===== config.mk =====
export PLATFORM = sky130hd
export DESIGN_NAME = scl_clk_gen
export DESIGN_NICKNAME = d
export VERILOG_FILES = /design/src/rtl/scl_gen_pkg.sv /design/src/rtl/scl_len_decode.sv /design/src/rtl/scl_phase_fsm.sv /design/src/rtl/scl_hold_timer.sv /design/src/rtl/scl_clk_gen.sv
export SDC_FILE = /design/constraint.sdc
export NUM_CORES = 1
export LEC_CHECK = 0
export ABC_AREA = 1
export CORE_ASPECT_RATIO = 0.7
export CORE_UTILIZATION = 45
export DETAILED_ROUTE_END_ITERATION = 6
export DONT_BUFFER_PORTS = 1
export HOLD_SLACK_MARGIN = 0.06
export SYNTH_ARGS = -nofsm -noshare
export SYNTH_HDL_FRONTEND = slang
export SYNTH_SLANG_ARGS = --single-unit

===== constraint.sdc =====
create_clock -name clk_i -period 3.3 [get_ports clk_i]
set_clock_uncertainty 0.15 [all_clocks]
set_input_delay 0.495 -clock clk_i [delete_from_list [all_inputs] [get_ports clk_i]]
set_output_delay 0.495 -clock clk_i [all_outputs]
set_load 0.01 [all_outputs]

===== src/rtl/scl_gen_pkg.sv =====
package scl_gen_pkg;
  localparam int CFG_W    = 32;
  localparam int DIV_W    = 8;
  localparam int EXP_W    = 3;
  localparam int HOLD_W   = 6;
  localparam int LOW_LSB  = 0;
  localparam int HIGH_LSB = 8;
  localparam int EXP_LSB  = 16;
  localparam int HOLD_LSB = 24;
  localparam int HOLD_FIX = 3;

  typedef enum logic [1:0] {
    PH_IDLE = 2'd0,
    PH_LOW  = 2'd1,
    PH_HIGH = 2'd2
  } phase_e;
endpackage


===== src/rtl/scl_len_decode.sv =====
module scl_len_decode #(
  parameter int DIV_W   = 8,
  parameter int EXP_W   = 3,
  parameter int EXP_MAX = 5,
  parameter int OFFSET  = 4,
  parameter int CNT_W   = 13
) (
  input  logic [DIV_W-1:0] div_i,
  input  logic [EXP_W-1:0] exp_i,
  output logic [CNT_W-1:0] len_o
);
  logic [EXP_W-1:0] exp_eff;

  generate
    if (EXP_MAX >= (2**EXP_W) - 1) begin : g_noclamp
      assign exp_eff = exp_i;
    end else begin : g_clamp
      assign exp_eff = (exp_i > EXP_W'(EXP_MAX)) ? EXP_W'(EXP_MAX) : exp_i;
    end
  endgenerate

  assign len_o = (CNT_W'(div_i) << exp_eff) + CNT_W'(OFFSET);
endmodule


===== src/rtl/scl_phase_fsm.sv =====
module scl_phase_fsm
  import scl_gen_pkg::*;
#(
  parameter int CNT_W = 13
) (
  input  logic             clk_i,
  input  logic             rst_ni,
  input  logic             en_i,
  input  logic             scl_i,
  input  logic [CNT_W-1:0] low_len_i,
  input  logic [CNT_W-1:0] high_len_i,
  output logic             start_o,
  output logic             drive_low_o,
  output logic             edge_o
);
  phase_e           state_q, state_d;
  logic [CNT_W-1:0] cnt_q, cnt_d;
  logic             edge_q;

  always_comb begin
    state_d = state_q;
    cnt_d   = cnt_q;
    start_o = 1'b0;
    unique case (state_q)
      PH_IDLE: begin
        if (en_i) begin
          state_d = PH_LOW;
          cnt_d   = low_len_i - CNT_W'(1);
          start_o = 1'b1;
        end
      end
      PH_LOW: begin
        if (!en_i) begin
          state_d = PH_IDLE;
        end else if (cnt_q == '0) begin
          state_d = PH_HIGH;
          cnt_d   = high_len_i - CNT_W'(1);
        end else begin
          cnt_d = cnt_q - CNT_W'(1);
        end
      end
      PH_HIGH: begin
        if (!en_i) begin
          state_d = PH_IDLE;
        end else if (scl_i) begin
          // count only while the line really reads high (stretching)
          if (cnt_q == '0) begin
            state_d = PH_LOW;
            cnt_d   = low_len_i - CNT_W'(1);
            start_o = 1'b1;
          end else begin
            cnt_d = cnt_q - CNT_W'(1);
          end
        end
      end
      default: state_d = PH_IDLE;
    endcase
  end

  always_ff @(posedge clk_i or negedge rst_ni) begin
    if (!rst_ni) begin
      state_q <= PH_IDLE;
      cnt_q   <= '0;
      edge_q  <= 1'b0;
    end else begin
      state_q <= state_d;
      cnt_q   <= cnt_d;
      edge_q  <= (state_d == PH_LOW) != (state_q == PH_LOW);
    end
  end

  assign drive_low_o = (state_q == PH_LOW);
  assign edge_o      = edge_q;

  AST_EDGE_ON_CHANGE: assert property (@(posedge clk_i) disable iff (!rst_ni)
    (drive_low_o != $past(drive_low_o)) |-> edge_o);
  AST_NO_EDGE_STEADY: assert property (@(posedge clk_i) disable iff (!rst_ni)
    (drive_low_o == $past(drive_low_o)) |-> !edge_o);
  AST_IDLE_WHEN_DISABLED: assert property (@(posedge clk_i) disable iff (!rst_ni)
    !$past(en_i) |-> !drive_low_o);
  AST_START_FROM_LOW: assert property (@(posedge clk_i) disable iff (!rst_ni)
    $rose(en_i) |=> drive_low_o);
  AST_HOLD_WHILE_STRETCHED: assert property (@(posedge clk_i) disable iff (!rst_ni)
    (state_q == PH_HIGH && en_i && !scl_i) |=> $stable(cnt_q));
endmodule


===== src/rtl/scl_hold_timer.sv =====
module scl_hold_timer #(
  parameter int HOLD_W = 6,
  parameter int FIXED  = 3
) (
  input  logic              clk_i,
  input  logic              rst_ni,
  input  logic              start_i,
  input  logic [HOLD_W-1:0] hold_i,
  input  logic              in_low_i,
  output logic              sda_ok_o
);
  localparam int HT_W = $clog2((2**HOLD_W) + FIXED);

  logic            active_q;
  logic [HT_W-1:0] cnt_q;

  always_ff @(posedge clk_i or negedge rst_ni) begin
    if (!rst_ni) begin
      active_q <= 1'b0;
      cnt_q    <= '0;
    end else if (start_i) begin
      active_q <= 1'b1;
      cnt_q    <= HT_W'(hold_i) + HT_W'(FIXED);
    end else if (active_q) begin
      if (cnt_q == '0 || !in_low_i) begin
        active_q <= 1'b0;
      end else begin
        cnt_q <= cnt_q - HT_W'(1);
      end
    end
  end

  // strobe cancelled if the low phase ended first
  assign sda_ok_o = active_q && in_low_i && (cnt_q == '0);

  AST_STROBE_IN_LOW: assert property (@(posedge clk_i) disable iff (!rst_ni)
    sda_ok_o |-> in_low_i);
  AST_STROBE_SINGLE: assert property (@(posedge clk_i) disable iff (!rst_ni)
    sda_ok_o |=> !sda_ok_o);
endmodule


===== src/rtl/scl_clk_gen.sv =====
module scl_clk_gen
  import scl_gen_pkg::*;
#(
  parameter int OFFSET  = 4,
  parameter int EXP_MAX = 5
) (
  input  logic             clk_i,
  input  logic             rst_ni,
  input  logic             en_i,
  input  logic [CFG_W-1:0] cfg_i,
  input  logic             scl_i,
  output logic             scl_drive_low_o,
  output logic             scl_edge_o,
  output logic             sda_ok_o
);
  localparam int MAX_LEN = ((2**DIV_W) - 1) * (2**EXP_MAX) + OFFSET;
  localparam int CNT_W   = $clog2(MAX_LEN + 1);

  logic [DIV_W-1:0]  live_low, live_high, snap_high_q;
  logic [EXP_W-1:0]  live_exp, snap_exp_q;
  logic [HOLD_W-1:0] live_hold;
  logic [CNT_W-1:0]  low_len, high_len;
  logic              start;
  logic              unused_cfg;

  assign live_low   = cfg_i[LOW_LSB  +: DIV_W];
  assign live_high  = cfg_i[HIGH_LSB +: DIV_W];
  assign live_exp   = cfg_i[EXP_LSB  +: EXP_W];
  assign live_hold  = cfg_i[HOLD_LSB +: HOLD_W];
  assign unused_cfg = ^{cfg_i[CFG_W-1:HOLD_LSB+HOLD_W], cfg_i[HOLD_LSB-1:EXP_LSB+EXP_W]};

  // high phase uses the word captured when its low phase began
  always_ff @(posedge clk_i or negedge rst_ni) begin
    if (!rst_ni) begin
      snap_high_q <= '0;
      snap_exp_q  <= '0;
    end else if (start) begin
      snap_high_q <= live_high;
      snap_exp_q  <= live_exp;
    end
  end

  scl_len_decode #(
    .DIV_W(DIV_W), .EXP_W(EXP_W), .EXP_MAX(EXP_MAX), .OFFSET(OFFSET), .CNT_W(CNT_W)
  ) i_low_dec (
    .div_i(live_low), .exp_i(live_exp), .len_o(low_len)
  );

  scl_len_decode #(
    .DIV_W(DIV_W), .EXP_W(EXP_W), .EXP_MAX(EXP_MAX), .OFFSET(OFFSET), .CNT_W(CNT_W)
  ) i_high_dec (
    .div_i(snap_high_q), .exp_i(snap_exp_q), .len_o(high_len)
  );

  scl_phase_fsm #(.CNT_W(CNT_W)) i_fsm (
    .clk_i      (clk_i),
    .rst_ni     (rst_ni),
    .en_i       (en_i),
    .scl_i      (scl_i),
    .low_len_i  (low_len),
    .high_len_i (high_len),
    .start_o    (start),
    .drive_low_o(scl_drive_low_o),
    .edge_o     (scl_edge_o)
  );

  scl_hold_timer #(.HOLD_W(HOLD_W), .FIXED(HOLD_FIX)) i_hold (
    .clk_i   (clk_i),
    .rst_ni  (rst_ni),
    .start_i (start),
    .hold_i  (live_hold),
    .in_low_i(scl_drive_low_o),
    .sda_ok_o(sda_ok_o)
  );

  AST_SNAP_STABLE: assert property (@(posedge clk_i) disable iff (!rst_ni)
    !start |=> ($stable(snap_high_q) && $stable(snap_exp_q)));
  AST_START_ENTERS_LOW: assert property (@(posedge clk_i) disable iff (!rst_ni)
    start |=> (scl_drive_low_o && scl_edge_o));
endmodule


==> impl_metrics.env, run 1 <==
export IMPL_outcome="complete, no violations"
export IMPL_die_h_um=74.6
export IMPL_grt_overflow=0
export IMPL_intPower_w=0.00140
export IMPL_min_path_type="primary input to flip-flop"
export IMPL_grt_pass1_wl_um=14600
export IMPL_worstPathMaxFanout=10
export IMPL_met1_length_um=4700
export IMPL_finalNetCount=598
export IMPL_ys_warn_count=0
export IMPL_die_area_mm2=0.00789
export IMPL_wl_met2_um=3330
export IMPL_stdcell_area_mm2=0.00357
export IMPL_post_drt_wl_per_cell_um=13.3
export IMPL_p_comb_frac=0.609
export IMPL_min_period_over_period=0.810
export IMPL_period_needed_ns=2.67
export IMPL_power_density_mw_per_mm2=831
export IMPL_clockPowerShare=0.106
export IMPL_antenna_left=0
export IMPL_max_slew_margin=0.582
export IMPL_rsz0062_at_grt="false"
export IMPL_r2r_setup_slack_ns=0.63
export IMPL_hold_viol_final=0
export IMPL_gp_congestion=0.870
export IMPL_syn_area_per_cell_um2=6.13
export IMPL_clk_insertion_delay_late_ns=0.29
export IMPL_cts_sinks=35
export IMPL_syn_inst=553
export IMPL_multi_input_area_mm2=0.00214
export IMPL_grt_pass1_vias=2983
export IMPL_switching_share=0.528
export IMPL_syn_nets=599
export IMPL_fin_util=0.490
export IMPL_die_x_um=106
export IMPL_clockBufferDepth=2
export IMPL_synthesis_area_mm2=0.00339
export IMPL_grt_total_usage=0.235
export IMPL_first_pass_iters=5
export IMPL_initial_core_util=0.465
export IMPL_antenna_found_initial=0
export IMPL_cp_common_cell="nor2_1"
export IMPL_synth_edff_count=0
export IMPL_cp_arrival_ns=2.71
export IMPL_ys_flop_type="dfrtp_1"
export IMPL_routed_wirelength_um=8630
export IMPL_n_antenna_cell=0
export IMPL_tightest_slew_ns=0.626
export IMPL_maxSlewViolCount=0
export IMPL_post_route_drc_count=0
export IMPL_synth_seq_cells=35
export IMPL_area_growth_pct=5.43
export IMPL_irDropWorstVdd_mv=0.446
export IMPL_yosysSeqAreaShare=0.258
export IMPL_stdcell_count=651
export IMPL_num_vias=3436
export IMPL_hold_ws_ns=0.156
export IMPL_cts_inserted_buffers=5
export IMPL_clockRootBuffer="clkbuf_8"
export IMPL_slowest_delay_ns=0.40
export IMPL_clk_pin_slew_worst_paths_ns=0.08
export IMPL_postCtsSetupBuffers=0
export IMPL_cpMaxStageDelayCell="dfrtp_1"
export IMPL_ys_types=39
export IMPL_cap_violations=0
export IMPL_p_sw_w=0.00157
export IMPL_cp_start_kind="flip-flop"
export IMPL_port_buffers=0
export IMPL_core_area_mm2=0.00729
export IMPL_drive_gt1_frac=0.0778
export IMPL_rows=26
export IMPL_max_freq_mhz=374
export IMPL_worstPathRequired_ns=3.33
export IMPL_via_per_inst=5.28
export IMPL_grt_max_degree=36
export IMPL_path_cells="inv_1, ha_1, nand3_1, nor2_1, nand2_1, nor2_1, nand3_1, nand2_1, nor2_1, inv_2, o211ai_1, o21ai_1, inv_1"
export IMPL_worstSetupEndpointType="flip-flop"
export IMPL_nFillCells=790
export IMPL_setup_tns_ns=0
export IMPL_setup_violations=0
export IMPL_wl_met3_um=536
export IMPL_dp_cells=641
export IMPL_synthArstFlopShare=1.00
export IMPL_cp_top_family="simple AND/OR/NAND/NOR gates"
export IMPL_placed_cell_area_mm2=0.00346
export IMPL_ioPinCount=39
export IMPL_cts_tree="built"
export IMPL_place_hpwl_um=6680
export IMPL_htree_levels=2
export IMPL_critical_path_class="flip-flop to flip-flop"
export IMPL_p_leak_nw=1.84
export IMPL_seqPwrFrac=0.285
export IMPL_critPathBufInv=3
export IMPL_drtIter0Drc=243
export IMPL_dr_max_layer_used="met4"
export IMPL_seq_area_um2=876
[worst register-to-register path, delay by kind of cell, from the launching register on]
| family | cells | cell delay (ns) |
|---|---|---|
| flip-flops | 1 | 0.40 |
| AND/OR/NAND/NOR | 7 | 1.34 |
| buffers and inverters | 3 | 0.30 |
| adder cells (fa/ha/maj) | 1 | 0.19 |
| AO/OA/AOI/OAI | 2 | 0.19 |
[synth_stat cells (3+ instances only)]
cell,instances,share of area
buf_2,6,0.0089
dfrtp_1,35,0.26
nor3_1,5,0.0074
nand2_2,6,0.011
a21oi_1,18,0.027
o21ai_0,31,0.046
nand3_1,77,0.11
o211ai_1,4,0.0089
nand4_1,10,0.018
clkbuf_1,4,0.0044
ha_1,10,0.037
a31oi_1,4,0.0074
nor2_2,9,0.017
buf_6,3,0.010
xnor2_1,5,0.013
nor2_1,47,0.052
inv_1,69,0.076
o22ai_1,3,0.0055
o21ai_1,6,0.0089
nand2_1,160,0.18
xor2_1,13,0.034
inv_2,8,0.0089
[sequential cells by signal (all words and copies together) (netlist names)]
name             cells
i_fsm.edge_o         1
i_hold.cnt_q         7
i_fsm.state_q        2
snap_exp_q           3
snap_high_q          8
i_hold.active_q      1
i_fsm.cnt_q         13
[kinds of logic (layout without fill, tap and decap cells)]
family,Yosys count,count (layout),share of synthesized area
XOR/XNOR,18,18,0.0465
flip-flops,35,35,0.258
buffers and inverters,91,91,0.110
adder cells (fa/ha/maj),10,10,0.0369
AND/OR/NAND/NOR,325,325,0.426
AO/OA/AOI/OAI,74,74,0.122
[path summary, 6_finish.rpt]
| kind | from | to | depth (start not counted) |
|---|---|---|---|
| max in group asynchronous | rst_ni | snap_exp_q[1] | 2 |
| hold reg to reg | snap_high_q[6] | snap_high_q[6] | 2 |
| min in group asynchronous | rst_ni | i_fsm.cnt_q[10] | 2 |
| hold / removal | cfg_i[24] | i_hold.cnt_q[0] | 1 |
| setup / recovery | i_fsm.cnt_q[0] | i_hold.cnt_q[2] | 13 |
| setup reg to reg | i_fsm.cnt_q[0] | i_hold.cnt_q[2] | 13 |
[layer usage]
layer / up-vias / track usage
met5: - / 0
met4: 0 / 0.0463
met3: 7 / 0.0429
met2: 86 / 0.325
met1: 1555 / 0.374
li1: 1788 / -
[layout make-up]
class                   count  share of cell area
clock buffers               7              0.0214
multi-input cells         427               0.600
inverters                  77              0.0809
repair buffers              6              0.0168
flip-flops and latches     35               0.245
clock inverters             1             0.00140
well taps                  98              0.0343
[layout by cell type (no fill, tap or decap), types with 2 or more instances in the layout]
cell type  netlist  final
dfrtp_1         35     35
o21ai_0         31     31
nor3_1           5      5
a22oi_1          2      2
clkbuf_8         0      5
a31oi_1          4      4
xor2_1          13     13
nand3_1         77     77
nand4_1         10     10
o22ai_1          3      3
nor2_2           9     10
ha_1            10     10
inv_1           69     69
nor2_4           2      2
o211ai_1         4      4
o21ai_1          6      6
xnor2_1          5      5
nor2_1          47     46
inv_2            8      8
a21oi_1         18     18
nand3_2          2      2
buf_4            0      4
nand2_2          6      6
clkbuf_1         4      2
nand2_1        160    160
[power by group through the flow]
| stage | logic, W | registers [W] | clock network (W) |
|---|---|---|---|
| after floorplan | 0.00148 | 0.000786 | 0 |
| after global placement | 0.00175 | 0.000846 | 0 |
| after detailed placement | 0.00178 | 0.000850 | 0 |
| after CTS | 0.00179 | 0.000843 | 0.000321 |
| after global routing | 0.00208 | 0.000879 | 0.000337 |
| final | 0.00181 | 0.000847 | 0.000315 |
[repair_timing]
item,in CTS,in global routing
hold endpoints to repair,35,0
hold buffers,2,0
resized for setup,0,1
endpoints found under the setup margin,0,5
[metrics by stage]
stage | setup slack (ns) | power [W]
2_1_floorplan | 1.17 | 0.00226
3_3_place_gp | 0.376 | 0.00260
3_5_place_dp | 0.300 | 0.00263
4_1_cts | 0.295 | 0.00296
5_1_grt | 0.371 | 0.00330
6_report | 0.626 | 0.00297
Power figures use the tool's default switching activity.
==> inputs of run 2 (changes only) <==
==> constraint.sdc (replaced) <==
create_clock -name clk_i -period 2.5 [get_ports clk_i]
set_clock_uncertainty 0.15 [all_clocks]
set_input_delay 0.375 -clock clk_i [delete_from_list [all_inputs] [get_ports clk_i]]
set_output_delay 0.375 -clock clk_i [all_outputs]
set_load 0.01 [all_outputs]
==> run 2 against run 1 <==
  * Core utilization is 3.1 points higher
  * Total power is 37% higher
  * Wire length grew 2.8%
  * Clock-buffer cell count unchanged
  * Die area is the same
  * Setup slack lost 0.47 ns
==> impl_metrics.env, run 2 (synthesized netlist as in run 1, its figures left out) <==
export IMPL_critPathBufInv=2
export IMPL_worstSetupEndpointType="flip-flop"
export IMPL_port_buffers=0
export IMPL_grt_total_usage=0.241
export IMPL_cap_violations=0
export IMPL_num_vias=3513
export IMPL_grt_pass1_vias=3122
export IMPL_largest_reg_flops=13
export IMPL_clockRootBuffer="clkbuf_8"
export IMPL_min_delay_path_depth=2
export IMPL_cts_inserted_buffers=5
export IMPL_first_pass_iters=4
export IMPL_pre_cts_slack_ns=0.107
export IMPL_clk_pin_slew_worst_paths_ns=0.08
export IMPL_cpMaxStageDelayCell="dfrtp_1"
export IMPL_cts_tree="built"
export IMPL_ioPinCount=39
export IMPL_nFillCells=761
export IMPL_layout_commonest_cell="nand2_1"
export IMPL_irDropWorstVdd_mv=0.544
export IMPL_r2r_setup_slack_ns=0.16
export IMPL_reg_top3="i_fsm.cnt_q x13, snap_high_q x8, i_hold.cnt_q x7"
export IMPL_rr_endpoint="i_fsm.cnt_q[4]"
export IMPL_multi_input_area_mm2=0.00218
export IMPL_post_route_drc_count=0
export IMPL_drive_gt1_frac=0.104
export IMPL_period_needed_ns=2.34
export IMPL_setup_tns_ns=0
export IMPL_core_area_mm2=0.00729
export IMPL_mostFrequentLayoutCells="nand2_1 (159), nand3_1 (75), inv_1 (68), nor2_1 (47), dfrtp_1 (34)"
export IMPL_die_area_mm2=0.00789
export IMPL_maxSlewViolCount=0
export IMPL_grt_pass1_wl_um=14900
export IMPL_antenna_left=0
export IMPL_dp_cells=652
export IMPL_critical_path_class="flip-flop to flip-flop"
export IMPL_path_cells="inv_1, ha_2, nand3_2, nor2_2, nand3_2, nor2_4, nand3_4, nor2_4, inv_2, o22ai_1, nand2_1, a21oi_1"
export IMPL_die_h_um=74.6
export IMPL_seq_area_um2=877
export IMPL_min_path_type="primary input to flip-flop"
export IMPL_initial_core_util=0.465
export IMPL_hold_end="snap_exp_q[2]"
export IMPL_post_drt_wl_per_cell_um=13.2
export IMPL_top_register="i_fsm.cnt_q"
export IMPL_grt_overflow=0
export IMPL_cts_sinks=35
export IMPL_clockBufferDepth=2
export IMPL_htree_levels=2
export IMPL_finalNetCount=620
export IMPL_n_antenna_cell=0
export IMPL_cp_start_kind="flip-flop"
export IMPL_clk_insertion_delay_late_ns=0.29
export IMPL_min_period_over_period=0.937
export IMPL_setup_violations=0
export IMPL_power_density_mw_per_mm2=1070
export IMPL_gp_congestion=0.851
export IMPL_holdCritStartpoint="cfg_i[18]"
export IMPL_max_freq_mhz=427
export IMPL_grt_max_degree=36
export IMPL_worstPathMaxFanout=8
export IMPL_rr_worst_depth=12
export IMPL_area_growth_pct=12.1
export IMPL_antenna_found_initial=0
export IMPL_max_slew_margin=0.609
export IMPL_outcome="complete, no violations"
export IMPL_hold_viol_final=0
export IMPL_worstPathRequired_ns=2.57
export IMPL_crit_reg2reg_launch="i_fsm.cnt_q[0]"
export IMPL_stdcell_count=673
export IMPL_cp_arrival_ns=2.41
export IMPL_rows=26
export IMPL_p_leak_nw=1.93
export IMPL_rsz0062_at_grt="false"
export IMPL_drtIter0Drc=232
export IMPL_via_per_inst=5.22
export IMPL_place_hpwl_um=6840
export IMPL_tightest_slew_ns=0.581
export IMPL_cp_top_family="simple AND/OR/NAND/NOR gates"
export IMPL_routed_wirelength_um=8870
export IMPL_slowest_delay_ns=0.40
export IMPL_worst_slack_ns=0.157
export IMPL_die_x_um=106
[run 2: report_power, final]
part	leakage [nW]	switching (W)	total, W	internal, W
combinational	1.47	0.00166	0.00256	0.000902
clock	0.0422	0.000214	0.000410	0.000196
sequential	0.424	0.000262	0.00111	0.000846
total	1.93	0.00213	0.00408	0.00194
[run 2: per-layer routing]
layer,vias to the layer above,GRT usage,routed length (µm)
met5,-,0,0
met4,0,0.0417,54
met3,9,0.0473,490
met2,88,0.341,3390
met1,1586,0.377,4930
li1,1830,-,-
[run 2: final cells by class]
class,count,area share
Timing Repair Buffer,28,0.0665
Clock buffer,7,0.0201
Tap cell,98,0.0323
Sequential cell,35,0.231
Inverter,77,0.0761
Multi-Input combinational cell,427,0.573
Clock inverter,1,0.00132
[run 2: worst reg2reg max path, stage by stage, from the launching register on]
cell and delay, ns:
dfrtp_1 0.40, inv_1 0.11, ha_2 0.21, nand3_2 0.13, nor2_2 0.14, nand3_2 0.12, nor2_4 0.18, nand3_4 0.14
nor2_4 0.24, inv_2 0.08, o22ai_1 0.16, nand2_1 0.07, a21oi_1 0.13
[run 2: timing repair]
item,CTS,global route
setup endpoints to repair,0,14
hold buffers,13,0
endpoints found under the hold margin,46,0
gates resized for setup,0,10
buffers inserted,0,0
[run 2: how the worst max path moves through the flow]
stage               slack, ns             start              end  cells past startpoint
global route            0.009    i_fsm.cnt_q[0]   i_fsm.cnt_q[4]                     12
global placement         0.13  i_fsm.state_q[1]  i_fsm.cnt_q[12]                      8
detailed placement       0.11    i_fsm.cnt_q[0]   i_fsm.cnt_q[4]                     12
CTS                      0.05    i_fsm.cnt_q[0]   i_fsm.cnt_q[4]                     12
finish                   0.16    i_fsm.cnt_q[0]   i_fsm.cnt_q[4]                     12
floorplan                0.37  i_fsm.state_q[1]   i_fsm.cnt_q[3]                     10
[run 2: metrics by stage]
stage / total power (W) / hold WS (ns) / cell area [µm²] / util
after floorplan: 0.00299 / -0.0706 / 3390 / -
after global placement: 0.00353 / -0.0698 / 3540 / 0.486
after detailed placement: 0.00356 / -0.0694 / 3540 / 0.486
after CTS: 0.00403 / 0.0650 / 3760 / 0.516
after global routing: 0.00453 / 0.0736 / 3800 / 0.521
final: 0.00408 / 0.0652 / 3800 / 0.521
==> inputs of run 3 (changes only) <==
--- a/config.mk
+++ b/config.mk
@@ -11,6 +11,7 @@
 export DETAILED_ROUTE_END_ITERATION = 6
 export DONT_BUFFER_PORTS = 1
 export HOLD_SLACK_MARGIN = 0.06
+export REMOVE_ABC_BUFFERS = 1
 export SYNTH_ARGS = -nofsm -noshare
 export SYNTH_HDL_FRONTEND = slang
 export SYNTH_SLANG_ARGS = --single-unit
==> run 3 against run 2 <==
  * Combinational power barely moved
  * Clock-buffer cell count fell by 2
  * Critical path depth did not move
  * Core utilization rose by 0.069 points
  * Largest power group unchanged
  * Largest cell class unchanged
==> impl_metrics.env, run 3 (synthesized netlist as in run 1, its figures left out) <==
export IMPL_outcome="complete, no violations"
export IMPL_seqPwrFrac=0.269
export IMPL_cp_arrival_ns=2.40
export IMPL_p_comb_frac=0.627
export IMPL_grt_pass1_wl_um=14900
export IMPL_area_growth_pct=12.3
export IMPL_layout_commonest_cell="nand2_1"
export IMPL_initial_core_util=0.465
export IMPL_fin_util=0.522
export IMPL_maxSlewViolCount=0
export IMPL_min_delay_path_depth=2
export IMPL_max_slew_margin=0.680
export IMPL_crit_reg2reg_launch="i_fsm.cnt_q[0]"
export IMPL_switching_share=0.527
export IMPL_cp_start_kind="flip-flop"
export IMPL_min_path_type="primary input to flip-flop"
export IMPL_via_per_inst=5.22
export IMPL_cts_sinks=35
export IMPL_core_area_mm2=0.00729
export IMPL_port_buffers=0
export IMPL_power_w=0.00410
export IMPL_antenna_left=0
export IMPL_rows=26
export IMPL_rr_worst_depth=12
export IMPL_intPower_w=0.00194
export IMPL_tightest_slew_ns=0.475
export IMPL_clockBufferDepth=2
export IMPL_clk_insertion_delay_late_ns=0.30
export IMPL_die_h_um=74.6
export IMPL_grt_total_usage=0.240
export IMPL_cts_inserted_buffers=5
export IMPL_clk_pin_slew_worst_paths_ns=0.08
export IMPL_grt_pass1_vias=3145
export IMPL_rr_endpoint="i_fsm.cnt_q[1]"
export IMPL_critical_path_class="flip-flop to flip-flop"
export IMPL_met1_length_um=4710
export IMPL_cp_top_family="simple AND/OR/NAND/NOR gates"
export IMPL_largest_reg_flops=13
export IMPL_placed_cell_area_mm2=0.00353
export IMPL_die_x_um=106
export IMPL_worstPathRequired_ns=2.57
export IMPL_holdCritStartpoint="cfg_i[16]"
export IMPL_drive_gt1_frac=0.0993
export IMPL_hold_end="snap_exp_q[0]"
export IMPL_p_sw_w=0.00216
export IMPL_cap_violations=0
export IMPL_gp_congestion=0.856
export IMPL_nFillCells=769
export IMPL_postCtsSetupBuffers=0
export IMPL_max_freq_mhz=429
export IMPL_ioPinCount=39
export IMPL_dr_max_layer_used="met4"
export IMPL_finalNetCount=619
export IMPL_grt_max_degree=36
export IMPL_hold_viol_final=0
export IMPL_first_pass_iters=5
export IMPL_min_period_over_period=0.933
export IMPL_period_needed_ns=2.33
export IMPL_wl_met3_um=480
export IMPL_top_register="i_fsm.cnt_q"
export IMPL_clockRootBuffer="clkbuf_8"
export IMPL_place_hpwl_um=6790
export IMPL_n_antenna_cell=0
export IMPL_power_density_mw_per_mm2=1080
export IMPL_num_vias=3507
export IMPL_irDropWorstVdd_mv=0.622
export IMPL_grt_overflow=0
export IMPL_antenna_found_initial=0
export IMPL_cpMaxStageDelayCell="dfrtp_1"
export IMPL_p_leak_nw=1.93
export IMPL_htree_levels=2
export IMPL_reg_top3="i_fsm.cnt_q x13, snap_high_q x8, i_hold.cnt_q x7"
export IMPL_stdcell_area_mm2=0.00380
export IMPL_worstSetupEndpointType="flip-flop"
export IMPL_post_route_drc_count=0
export IMPL_die_area_mm2=0.00789
export IMPL_setup_violations=0
export IMPL_wl_met2_um=3630
export IMPL_path_cells="inv_1, ha_1, nand3_4, nor2_2, nand3_1, nor2_4, nand3_4, nor2_4, inv_2, o22ai_1, nand2_1, a21oi_1"
export IMPL_r2r_setup_slack_ns=0.17
export IMPL_mostFrequentLayoutCells="nand2_1 (159), nand3_1 (76), inv_1 (69), nor2_1 (47), dfrtp_1 (35)"
export IMPL_cts_tree="built"
export IMPL_critPathBufInv=2
export IMPL_slowest_delay_ns=0.40
export IMPL_clockPowerShare=0.104
export IMPL_post_drt_wl_per_cell_um=13.2
export IMPL_routed_wirelength_um=8900
export IMPL_worstPathMaxFanout=8
export IMPL_drtIter0Drc=207
## run 3: changes by cell type in the layout (fill, tap and decap cells not counted), sizes merged
| cell | delta |
|---|---|
| clkinvlp | +2 |
| clkbuf | -2 |
| buf | -1 |
## run 3: how the worst max path moves through the flow
stage	start	endpoint	slack, ns	depth (start not counted)
finish	i_fsm.cnt_q[0]	i_fsm.cnt_q[1]	0.17	12
global route	i_fsm.cnt_q[0]	i_fsm.cnt_q[1]	-0.008	12
CTS	i_fsm.cnt_q[0]	i_fsm.cnt_q[12]	0.03	12
detailed placement	i_fsm.cnt_q[0]	i_fsm.cnt_q[12]	0.07	12
global placement	i_fsm.cnt_q[0]	i_fsm.cnt_q[8]	0.16	13
floorplan	i_fsm.cnt_q[0]	i_hold.cnt_q[2]	0.06	13
## run 3: worst reg2reg max path: stages, from the launching register on
cell and delay (ns):
dfrtp_1 0.40, inv_1 0.12, ha_1 0.25, nand3_4 0.13, nor2_2 0.11, nand3_1 0.14, nor2_4 0.19, nand3_4 0.13
nor2_4 0.23, inv_2 0.08, o22ai_1 0.13, nand2_1 0.07, a21oi_1 0.13
## run 3: routing by layer
metal,up-vias,track usage
li1,1827,-
met1,1582,0.362
met2,90,0.355
met3,8,0.0394
met4,0,0.0571
met5,-,0
## run 3: stage by stage
stage          TNS (ns)  instances  setup WS (ns)  hold WS [ns]
2_1_floorplan         0        539         0.0561       -0.0706
3_3_place_gp          0        651          0.156       -0.0698
3_5_place_dp          0        651         0.0738       -0.0695
4_1_cts               0        672         0.0347        0.0643
5_1_grt        -0.00781        672       -0.00763        0.0908
6_report              0        672          0.168        0.0800
## run 3: area by class of cell
class                      count  area [µm²]  area share
clock buffer                   5        68.8      0.0181
tap                           98         123      0.0322
timing repair buffer          27         245      0.0645
clock inverter                 3        20.0     0.00526
sequential                    35         876       0.230
multi-input combinational    427        2180       0.574
inverter                      77         289      0.0760
## run 3: timing repair
item / 4_1_cts / 5_1_grt
hold buffers: 13 / 0
gates resized for setup: 0 / 8
setup endpoints to repair: 0 / 22
hold endpoints to repair: 46 / 0
## run 3: power by group through the flow
stage	Sequential [W]	Combinational [W]	Clock [W]
2_1_floorplan	0.00105	0.00185	0
3_3_place_gp	0.00110	0.00241	0
3_5_place_dp	0.00110	0.00244	0
4_1_cts	0.00109	0.00249	0.000446
5_1_grt	0.00115	0.00290	0.000466
6_report	0.00110	0.00257	0.000428
